`config.mk`:
```
export PLATFORM = sky130hd
export DESIGN_NAME = cascade_counter
export DESIGN_NICKNAME = d
export VERILOG_FILES = /design/src/rtl/cascade_counter_pkg.sv /design/src/rtl/ctr_op_decode.sv /design/src/rtl/ctr_terminal_detect.sv /design/src/rtl/ctr_slice.sv /design/src/rtl/cascade_counter.sv
export SDC_FILE = /design/constraint.sdc
export NUM_CORES = 1
export LEC_CHECK = 0
export BUFFER_PORTS_ARGS = -buffer_cell sky130_fd_sc_hd__buf_2
export CAP_MARGIN = 10
export CORE_AREA = 8 8 45 47
export DETAILED_ROUTE_END_ITERATION = 6
export DIE_AREA = 0 0 53 55
export PLACE_DENSITY = 0.72
export SYNTH_ARGS = -nofsm -noshare
export SYNTH_HDL_FRONTEND = slang
export SYNTH_HIERARCHICAL = 1
export SYNTH_SLANG_ARGS = --single-unit
```
`constraint.sdc`:
```
create_clock -name clk -period 2.15 [get_ports clk]
set_input_delay 0.43 -clock clk [delete_from_list [all_inputs] [get_ports clk]]
set_output_delay 0.43 -clock clk [all_outputs]
set_load 0.02 [all_outputs]
```
`src/rtl/cascade_counter_pkg.sv`:
```
// Package: shared constants and types for the cascadable counter.
// Assumes: slices are always 4 bits wide; the width of a chain is set by the
// number of slices.
package cascade_counter_pkg;

    localparam int SLICE_W = 4;

    // Operation that a slice performs at the next rising edge, in priority order.
    typedef enum logic [1:0] {
        OP_HOLD  = 2'd0,
        OP_INC   = 2'd1,
        OP_LOAD  = 2'd2,
        OP_CLEAR = 2'd3
    } slice_op_e;

endpackage

```
`src/rtl/ctr_op_decode.sv`:
```
// Module: ctr_op_decode
// Picks the slice operation for the coming edge from the control pins.
// Priority is clear over load over increment over hold.
// Assumes: all inputs are synchronous to the slice clock.
module ctr_op_decode
    import cascade_counter_pkg::*;
(
    input  logic      clr_n,
    input  logic      ld_n,
    input  logic      cnt_en,
    input  logic      chain_en,
    output slice_op_e op
);

    // Purpose: priority decode of the four operations.
    always_comb begin
        if (!clr_n)                  op = OP_CLEAR;
        else if (!ld_n)              op = OP_LOAD;
        else if (cnt_en && chain_en) op = OP_INC;
        else                         op = OP_HOLD;
    end

endmodule

```
`src/rtl/ctr_terminal_detect.sv`:
```
// Module: ctr_terminal_detect
// Raises the slice carry while the stored value is all ones and the chain
// enable is high. Purely combinational, so a cascade resolves within one cycle.
// Assumes: the count enable does not take part in carry generation.
module ctr_terminal_detect #(
    parameter int W = 4
) (
    input  logic [W-1:0] q,
    input  logic         chain_en,
    output logic         carry
);

    // Purpose: AND-reduce the value and qualify it with the chain enable.
    always_comb begin
        carry = chain_en && (&q);
    end

endmodule

```
`src/rtl/ctr_slice.sv`:
```
// Module: ctr_slice
// One counter slice: state register, next-value selection and carry.
// Assumes: clear is synchronous and also acts as the reset of the slice.
module ctr_slice
    import cascade_counter_pkg::*;
#(
    parameter int W = SLICE_W
) (
    input  logic         clk,
    input  logic         clr_n,
    input  logic         ld_n,
    input  logic         cnt_en,
    input  logic         chain_en,
    input  logic [W-1:0] d,
    output logic [W-1:0] q,
    output logic         carry
);

    slice_op_e    op;
    logic [W-1:0] q_nxt;

    ctr_op_decode u_dec (
        .clr_n    (clr_n),
        .ld_n     (ld_n),
        .cnt_en   (cnt_en),
        .chain_en (chain_en),
        .op       (op)
    );

    // Purpose: form the next value from the decoded operation.
    always_comb begin
        unique case (op)
            OP_CLEAR: q_nxt = '0;
            OP_LOAD:  q_nxt = d;
            OP_INC:   q_nxt = q + W'(1);
            default:  q_nxt = q;
        endcase
    end

    // Purpose: update every state bit together on the rising edge.
    always_ff @(posedge clk) begin
        q <= q_nxt;
    end

    ctr_terminal_detect #(.W(W)) u_term (
        .q        (q),
        .chain_en (chain_en),
        .carry    (carry)
    );

endmodule

```
`src/rtl/cascade_counter.sv`:
```
// Module: cascade_counter
// Chain of STAGES 4-bit slices forming one synchronous counter. Every slice
// shares cnt_en. Each slice's carry drives the chain enable of the slice above.
// Assumes: STAGES >= 1; the data bus and count are little-endian by slice.
module cascade_counter
    import cascade_counter_pkg::*;
#(
    parameter int STAGES = 2
) (
    input  logic                      clk,
    input  logic                      sync_clr_n,
    input  logic                      sync_ld_n,
    input  logic                      cnt_en,
    input  logic                      chain_en,
    input  logic [SLICE_W*STAGES-1:0] data_in,
    output logic [SLICE_W*STAGES-1:0] count_q,
    output logic                      carry_o
);

    localparam int TOTAL_W = SLICE_W * STAGES;

    logic [STAGES:0] link;

    assign link[0] = chain_en;

    for (genvar s = 0; s < STAGES; s++) begin : g_slice
        ctr_slice #(.W(SLICE_W)) u_slice (
            .clk      (clk),
            .clr_n    (sync_clr_n),
            .ld_n     (sync_ld_n),
            .cnt_en   (cnt_en),
            .chain_en (link[s]),
            .d        (data_in[s*SLICE_W +: SLICE_W]),
            .q        (count_q[s*SLICE_W +: SLICE_W]),
            .carry    (link[s+1])
        );
    end

    assign carry_o = link[STAGES];

endmodule

```
==> results of run 1 <==
-- worst reg2reg max path: cells and delay by family (launching register included) --
family	cells	cell delay [ns]
buffers and inverters	1	0.06
DFF	1	0.43
adders and majority gates	1	0.36
and+or+nand+nor	5	0.52
AOI/OAI and AO/OA	1	0.09
-- power by group through the flow --
| stage | clock (uW) | sequential, uW | combinational, uW |
|---|---|---|---|
| after floorplan | 0 | 219 | 42.0 |
| after global placement | 0 | 207 | 90.2 |
| after detailed placement | 0 | 207 | 93.3 |
| after CTS | 117 | 203 | 93.3 |
| after global routing | 128 | 206 | 102 |
| final | 114 | 203 | 92.1 |
-- metal layers --
metal / share of wire / routed length (um) / global-route usage
met4: 0.026 / 35 / 0.0905
met5: 0 / 0 / 0
met1: 0.43 / 576 / 0.116
met2: 0.51 / 686 / 0.166
met3: 0.038 / 51 / 0.0160
-- cell usage in the layout, fill, tap and decap left out, drive strengths merged --
cell type  Yosys  layout
a21boi         2       2
nand2b         2       2
a22oi          4       4
nor2b          4       4
ha             8       8
clkbuf         0       3
xor2           2       2
nor2           2       2
o211ai         2       2
inv            6       6
nand3b         2       2
nand3          8       8
edfxtp         8       8
nand2          8       8
nand4          2       2
buf            0      21
-- final cells by class --
class                   count  area (um2)
fillers                   135         653
inverters                   6        22.5
well taps                  16        20.0
clock buffers               3        22.5
repair buffers             21         105
multi-input cells          46         320
flip-flops and latches      8         240
-- worst paths after layout --
path / cells after the start / endpoint
worst max-delay path: 8 / g_slice[1].u_slice/q[3]
worst min-delay path: 3 / g_slice[0].u_slice/q[3]
worst max register to register: 8 / g_slice[1].u_slice/q[3]
worst min register to register: 2 / g_slice[1].u_slice/q[3]
-- metrics by stage --
step / total power [uW] / utilization / setup slack [ns]
after floorplan: 261 / - / 0.470
after global placement: 297 / 0.512 / 0.425
after detailed placement: 300 / 0.512 / 0.354
after CTS: 414 / 0.528 / 0.421
after global routing: 437 / 0.528 / 0.305
final: 409 / 0.528 / 0.448
-- cell families after synthesis --
kind of cell               Yosys count  share of synthesized area
and+or+nand+nor                     28                      0.245
xor gates and xnor gates             2                     0.0300
adders and majority gates            8                      0.172
AOI/OAI and AO/OA                    8                      0.103
buffers and inverters                6                     0.0386
DFF                                  8                      0.412
==> reports/results.txt, run 1 <==
outcome: completed
Period minus WS final: 1.70 ns
main area contributors after synthesis: edfxtp_1 41%, ha_1 17%, nand3_1 6.9%
max reg flops: 8
synthesized cell area: 583 um2
RePlAce Congestion: 0.822
Yosys cell types: 14
clk buf depth: 2
slowest CP cell: edfxtp_1
unrepaired setup endpoints after global routing: false
nets: 107
Clk pwr share: 0.279
DRC errors left: 0
Ant. Diodes: 0
hpwl dp: 1.14 mm
vias per std cell: 5.39
sequential power share: 0.497
worst clock skew: 0.00142 ns
FFs w/ async S/R, synth: 0
#FFs+latches synth: 8
delay-heaviest family, CP: simple AND/OR/NAND/NOR gates
max_slew headroom: 0.881
antenna violations before repair: 0
Critical Path, Cell by Cell: nand3_1 -> nor2_1 -> nand3_1 -> nand2_1 -> inv_1 -> ha_1 -> nand3_1 -> o211ai_1
slowest stage delay, CP: 0.43 ns
Gates resized, CTS repair: 0
Slew Limit Fails: 0
H-Tree Depth: 1
WP buf/inv: 1
core area: 0.00138 mm2
VDD IR-drop max: 0.221 mV
P_int: 291 uW
Post-Syn Instances: 60
Sw Pwr: 119 uW
Seq/Total Area, Yosys: 0.412
CP dominant cell by count: nand3_1
drt initial violations: 17
I/O Buffers: 21
first-pass GRT wire length: 2.20 mm
final setup TNS: 0 ns
Num CTS Buffers: 3
die area: 0.00292 mm2
area grow syn2layout: 25.3%
Comb power frac: 0.225
vias: 539
WL final: 1.35 mm
Area after DPL: 708 um2
I/O pin total: 22
R2R setup slack: 0.45 ns
Max Fanout on Critical Path: 6
Sink Count: 8
Net Sw Frac: 0.290
Pre-Repair DR Iteration Count: 4
Worst setup EP type: register
RR Startpoint: g_slice[0].u_slice/q[0]
placed cell count: 97
Syn Nets: 81
Synth Warn #: 6
Worst Max-Slew Pin Slew: 0.177 ns
Largest regs: g_slice.u_slice/q: 8 flops
Critical Path RT: 2.14 ns
CP startpoint: g_slice[0].u_slice/q[0]
Post-synth top flop: edfxtp_1
EDFF count, synth: 8
die height: 55 um
vias in the first global route: 543
CTS Hold Bufs: 0
post-route cell area: 731 um2
Rows: 14
Fmax: 588 MHz
antenna-violating nets left: 0
starting density of the core: 0.421
crit share post-route: 0.792
Root Driver: clkbuf_4
Layout Cells excl Fill: 100
final hold vios: 0
share of layout cells above drive strength 1: 0.286
PD cells: 560 mW/mm2
Avg Cell Area, Syn: 9.72 um2
Final setup viols: 0
max cap viols: 0
GR Overflow Total: 0
CP Class: register to register
Hold WS: 0.527 ns
Worst-Skew Late Latency: 0.25 ns
Yosys top cell by area: edfxtp_1
Synth top area share: 0.412
gr usage total: 0.103
largest net degree at the start of global routing: 7
Clock transition at path regs: 0.05 ns
Worst Setup Start Kind: register
post-CTS setup buffer count: 0
Die X-Extent: 53 um
HP Class: input port to register
CTS tree: done
list of most frequent post-synthesis cells: 8 x edfxtp_1, 8 x ha_1, 8 x nand2_1, 8 x nand3_1, 6 x inv_1
Pleak: 0.000358 uW
WP data arrival: 1.70 ns
Largest Register: g_slice.u_slice/q
wire per inst: 13.5 um
startpoint of the worst hold path: data_in[3]
Note: power is estimated with default switching activity, not from simulation.
==> run 2: changes to the inputs <==
==> constraint.sdc (replaced) <==
create_clock -name clk -period 1.6 [get_ports clk]
set_input_delay 0.32 -clock clk [delete_from_list [all_inputs] [get_ports clk]]
set_output_delay 0.32 -clock clk [all_outputs]
set_load 0.02 [all_outputs]
==> run 2 against run 1 <==
Net effect: hold slack worse by 0.12 ns; critical path depth is 2 lower; sequential power up 32%; cell count grew 5.0%; setup slack got worse by 0.40 ns; non-clock buffer count is 5 higher; die area is the same; sequential cell count unchanged; clock-buffer cell count stayed put; combinational power up 62%; design area grew 10%; critical endpoint is now carry_o.
==> reports/results.txt, run 2 (synthesis gave the netlist of run 1 again) <==
Sink Count: 8
antenna-violating nets left: 0
max_slew headroom: 0.857
Worst setup EP type: output pin
Worst Max-Slew Pin Slew: 0.212 ns
CP Class: register to output pin
final hold vios: 0
Critical Path RT: 1.28 ns
H-Tree Depth: 1
Rows: 14
Critical Path, Cell by Cell: nand3_2 -> nor2_2 -> buf_4 -> nand3_2 -> nor2_2 -> buf_6
first-pass GRT wire length: 2.23 mm
max reg flops: 8
GR Overflow Total: 0
PD cells: 700 mW/mm2
worst clock skew: 0.00301 ns
CTS tree: done
Period minus WS final: 1.55 ns
I/O Buffers: 21
Pre-Repair DR Iteration Count: 4
I/O pin total: 22
P_int: 405 uW
VDD IR-drop max: 0.435 mV
Fmax: 646 MHz
antenna violations before repair: 0
vias: 543
CP startpoint: g_slice[0].u_slice/q[0]
RR Startpoint: g_slice[0].u_slice/q[0]
most frequent cells in the layout: 20 x buf_2, 8 x edfxtp_1, 7 x nand2_1, 6 x nand3_1, 6 x ha_1
wire per inst: 12.9 um
slowest stage delay, CP: 0.37 ns
Largest regs: g_slice.u_slice/q: 8 flops
slowest CP cell: edfxtp_1
Ant. Diodes: 0
Max Fanout on Critical Path: 2
Pleak: 0.000383 uW
delay-heaviest family, CP: flip-flops
die height: 55 um
Fillers: 140
WP data arrival: 1.23 ns
drt initial violations: 7
Root Driver: clkbuf_4
placed cell count: 101
Final setup viols: 0
Num CTS Buffers: 3
vias in the first global route: 538
starting density of the core: 0.421
Slew Limit Fails: 0
share of layout cells above drive strength 1: 0.416
startpoint of the worst hold path: data_in[7]
Sw Pwr: 160 uW
area grow syn2layout: 38.4%
Clock transition at path regs: 0.05 ns
Worst-Skew Late Latency: 0.24 ns
Layout Cells excl Fill: 105
die area: 0.00292 mm2
crit share post-route: 0.967
Comb power frac: 0.263
gr usage total: 0.102
WP buf/inv: 2
Largest Register: g_slice.u_slice/q
final core occ: 0.583
hpwl dp: 1.16 mm
nets: 112
DRC errors left: 0
Die X-Extent: 53 um
WL final: 1.36 mm
Clk pwr share: 0.262
unrepaired setup endpoints after global routing: true
outcome: completed
max cap viols: 0
commonest non-fill, non-tap cell in the layout: buf_2
RePlAce Congestion: 0.801
sequential power share: 0.475
Net Sw Frac: 0.283
Tot Pwr: 565 uW
Worst Setup Start Kind: register
vias per std cell: 5.17
HP Class: input port to register
largest net degree at the start of global routing: 7
core area: 0.00138 mm2
clk buf depth: 2
[run 2: cell types whose count changed in the layout (fill, tap and decap cells not counted), moves of 2 or more]
cell     before  now
ha_1          8    6
nand3_1       8    6
nand3_2       0    2
nor2_2        0    2
buf_4         0    5
nor2_1        2    0
[run 2: routing by layer]
metal / vias up / track usage / share of wire
li1: 275 / - / -
met4: 0 / 0.0647 / 0.020
met2: 13 / 0.174 / 0.50
met5: - / 0 / 0
met1: 253 / 0.116 / 0.43
met3: 2 / 0.0187 / 0.047
[run 2: final cells by class]
class | count | area, um2 | share of cell area
multi-input cells | 46 | 353 | 0.437
flip-flops and latches | 8 | 240 | 0.298
repair buffers | 26 | 149 | 0.184
clock buffers | 3 | 22.5 | 0.0279
inverters | 6 | 22.5 | 0.0279
well taps | 16 | 20.0 | 0.0248
[run 2: power groups by stage]
| stage | clock (uW) | sequential [uW] | combinational (uW) |
|---|---|---|---|
| 2_1_floorplan | 0 | 294 | 60.5 |
| 3_3_place_gp | 0 | 270 | 141 |
| 3_5_place_dp | 0 | 271 | 145 |
| 4_1_cts | 151 | 266 | 149 |
| 5_1_grt | 162 | 271 | 166 |
| 6_report | 148 | 268 | 149 |
[run 2: tightest hold or removal path, delay by kind of cell]
| kind | cells | cell delay (ns) |
|---|---|---|
| and+or+nand+nor | 1 | 0.06 |
| AOI/OAI and AO/OA | 1 | 0.09 |
| buffers and inverters | 1 | 0.08 |
[run 2: repair_timing]
action                                  in CTS  in global routing
endpoints found under the setup margin       1                  3
gates resized for setup                      0                  7
gates cloned                                 0                  0
hold buffers                                 0                  0
pin swaps                                    0                  3
setup buffers                                1                  0
[run 2: final timing paths]
| path | to | slack [ns] | cells after the start |
|---|---|---|---|
| hold reg to reg | g_slice[1].u_slice/q[3] | 0.68 | 2 |
| setup / recovery | carry_o | 0.05 | 6 |
| hold / removal | g_slice[1].u_slice/q[3] | 0.41 | 3 |
| setup reg to reg | g_slice[1].u_slice/q[2] | 0.11 | 8 |
[run 2: per-stage QoR]
step	instance area [um2]	hold slack, ns	TNS [ns]	setup slack [ns]
2_1_floorplan	598	0.559	-0.00110	-0.00110
3_3_place_gp	753	0.639	0	0.0610
3_5_place_dp	753	0.658	0	0.0331
4_1_cts	783	0.405	0	0.00467
5_1_grt	807	0.411	-0.0378	-0.0378
6_report	807	0.411	0	0.0528
==> run 3: changes to the inputs <==
--- a/config.mk
+++ b/config.mk
@@ -11,6 +11,7 @@
 export DETAILED_ROUTE_END_ITERATION = 6
 export DIE_AREA = 0 0 53 55
 export PLACE_DENSITY = 0.72
+export RECOVER_POWER = 100
 export SYNTH_ARGS = -nofsm -noshare
 export SYNTH_HDL_FRONTEND = slang
 export SYNTH_HIERARCHICAL = 1
==> run 3 against run 2 <==
Net effect: critical path type unchanged; combinational power hardly changed; critical path depth unchanged; cell count unchanged; routed wire length up 0.37%.
==> reports/results.txt, run 3 (synthesis gave the netlist of run 1 again) <==
outcome: completed
largest net degree at the start of global routing: 7
share of layout cells above drive strength 1: 0.371
wire per inst: 13.0 um
vias in the first global route: 538
H-Tree Depth: 1
WHS Endpoint: g_slice[1].u_slice/q[3]
max_slew headroom: 0.828
starting density of the core: 0.421
vias: 539
CTS tree: done
Clk pwr share: 0.263
WL final: 1.36 mm
Largest regs: g_slice.u_slice/q: 8 flops
I/O pin total: 22
Die X-Extent: 53 um
most frequent cells in the layout: 16 x buf_2, 8 x edfxtp_1, 7 x nand2_1, 6 x nand3_1, 6 x ha_1
Root Driver: clkbuf_4
worst hold stages: 3
RePlAce Congestion: 0.801
Worst Max-Slew Pin Slew: 0.260 ns
final hold vios: 0
worst clock skew: 0.00278 ns
Critical Path, Cell by Cell: nand3_2 -> nor2_2 -> buf_4 -> nand3_2 -> nor2_2 -> buf_6
delay-heaviest family, CP: flip-flops
max cap viols: 0
slowest stage delay, CP: 0.37 ns
WP buf/inv: 2
DRC errors left: 0
commonest non-fill, non-tap cell in the layout: buf_2
Worst setup EP type: output pin
Hold WS: 0.411 ns
Reg2Reg Capture Point: g_slice[1].u_slice/q[2]
crit share post-route: 0.967
Period minus WS final: 1.55 ns
nets: 112
R2R depth: 8
Max Fanout on Critical Path: 2
startpoint of the worst hold path: data_in[7]
Pleak: 0.000369 uW
PD cells: 702 mW/mm2
Tot Pwr: 563 uW
Worst Setup Start Kind: register
slowest CP cell: edfxtp_1
first-pass GRT wire length: 2.23 mm
core area: 0.00138 mm2
Comb power frac: 0.261
Clock transition at path regs: 0.05 ns
CP Class: register to output pin
die area: 0.00292 mm2
gr usage total: 0.102
die height: 55 um
WP data arrival: 1.23 ns
Final setup viols: 0
placed cell count: 101
Num CTS Buffers: 3
max reg flops: 8
VDD IR-drop max: 0.434 mV
Ant. Diodes: 0
vias per std cell: 5.13
Pre-Repair DR Iteration Count: 4
antenna violations before repair: 0
CTS Hold Bufs: 0
Fmax: 647 MHz
Layout Cells excl Fill: 105
Net Sw Frac: 0.285
I/O Buffers: 21
Critical Path RT: 1.28 ns
GR Overflow Total: 0
unrepaired setup endpoints after global routing: true
hpwl dp: 1.16 mm
RR Startpoint: g_slice[0].u_slice/q[0]
Largest Register: g_slice.u_slice/q
antenna-violating nets left: 0
Worst-Skew Late Latency: 0.24 ns
Slew Limit Fails: 0
Rows: 14
R2R setup slack: 0.11 ns
Sw Pwr: 160 uW
HP Class: input port to register
area grow syn2layout: 37.6%
clk buf depth: 2
drt initial violations: 7
P_int: 403 uW
Sink Count: 8
sequential power share: 0.476
-- run 3: cell count changes in the layout (fill, tap and decap cells not counted), sizes merged --
cell and change:
buf -4, clkbuf +4
-- run 3: tightest hold or removal path: stages --
cell	delay (ns)
buf_2	0.08
nand3_1	0.06
o211ai_1	0.09
-- run 3: metal layers --
metal,share of wire,track usage,vias to the layer above
li1,-,-,275
met1,0.44,0.116,251
met2,0.50,0.174,11
met3,0.040,0.0187,2
met4,0.020,0.0647,0
met5,0,0,-
-- run 3: timing repair --
item                       in CTS  in global routing
pin swaps                       0                  3
buffers inserted                1                  0
setup endpoints to repair       1                  3
resized for setup               0                  7
-- run 3: power by group through the flow --
| stage | combinational [uW] | sequential (uW) | clock, uW |
|---|---|---|---|
| 2_1_floorplan | 60.5 | 294 | 0 |
| 3_3_place_gp | 141 | 270 | 0 |
| 3_5_place_dp | 145 | 271 | 0 |
| 4_1_cts | 149 | 266 | 151 |
| 5_1_grt | 164 | 272 | 162 |
| 6_report | 147 | 268 | 148 |
-- run 3: worst max-delay path by stage --
stage                             from                      end  slack [ns]  cells past startpoint
2_1_floorplan  g_slice[0].u_slice/q[0]  g_slice[1].u_slice/q[2]      -0.001                      8
3_3_place_gp                  chain_en  g_slice[1].u_slice/q[1]        0.06                      9
3_5_place_dp                  chain_en  g_slice[1].u_slice/q[2]        0.03                      9
4_1_cts        g_slice[0].u_slice/q[0]                  carry_o       0.005                      6
5_1_grt        g_slice[0].u_slice/q[0]                  carry_o       -0.04                      6
6_report       g_slice[0].u_slice/q[0]                  carry_o        0.05                      6
-- run 3: layout make-up --
cell class / instances / area (um2)
Tap cell: 16 / 20.0
Sequential cell: 8 / 240
Fill cell: 141 / 582
Clock buffer: 3 / 22.5
Multi-Input combinational cell: 46 / 353
Inverter: 6 / 22.5
Timing Repair Buffer: 26 / 144
-- run 3: metrics by stage --
step | setup WS [ns] | area (um2) | setup TNS [ns] | util
3_5_place_dp | 0.0331 | 753 | 0 | 0.544
5_1_grt | -0.0378 | 802 | -0.0378 | 0.580
3_3_place_gp | 0.0610 | 753 | 0 | 0.544
4_1_cts | 0.00467 | 783 | 0 | 0.566
2_1_floorplan | -0.00110 | 598 | -0.00110 | -
6_report | 0.0536 | 802 | 0 | 0.580
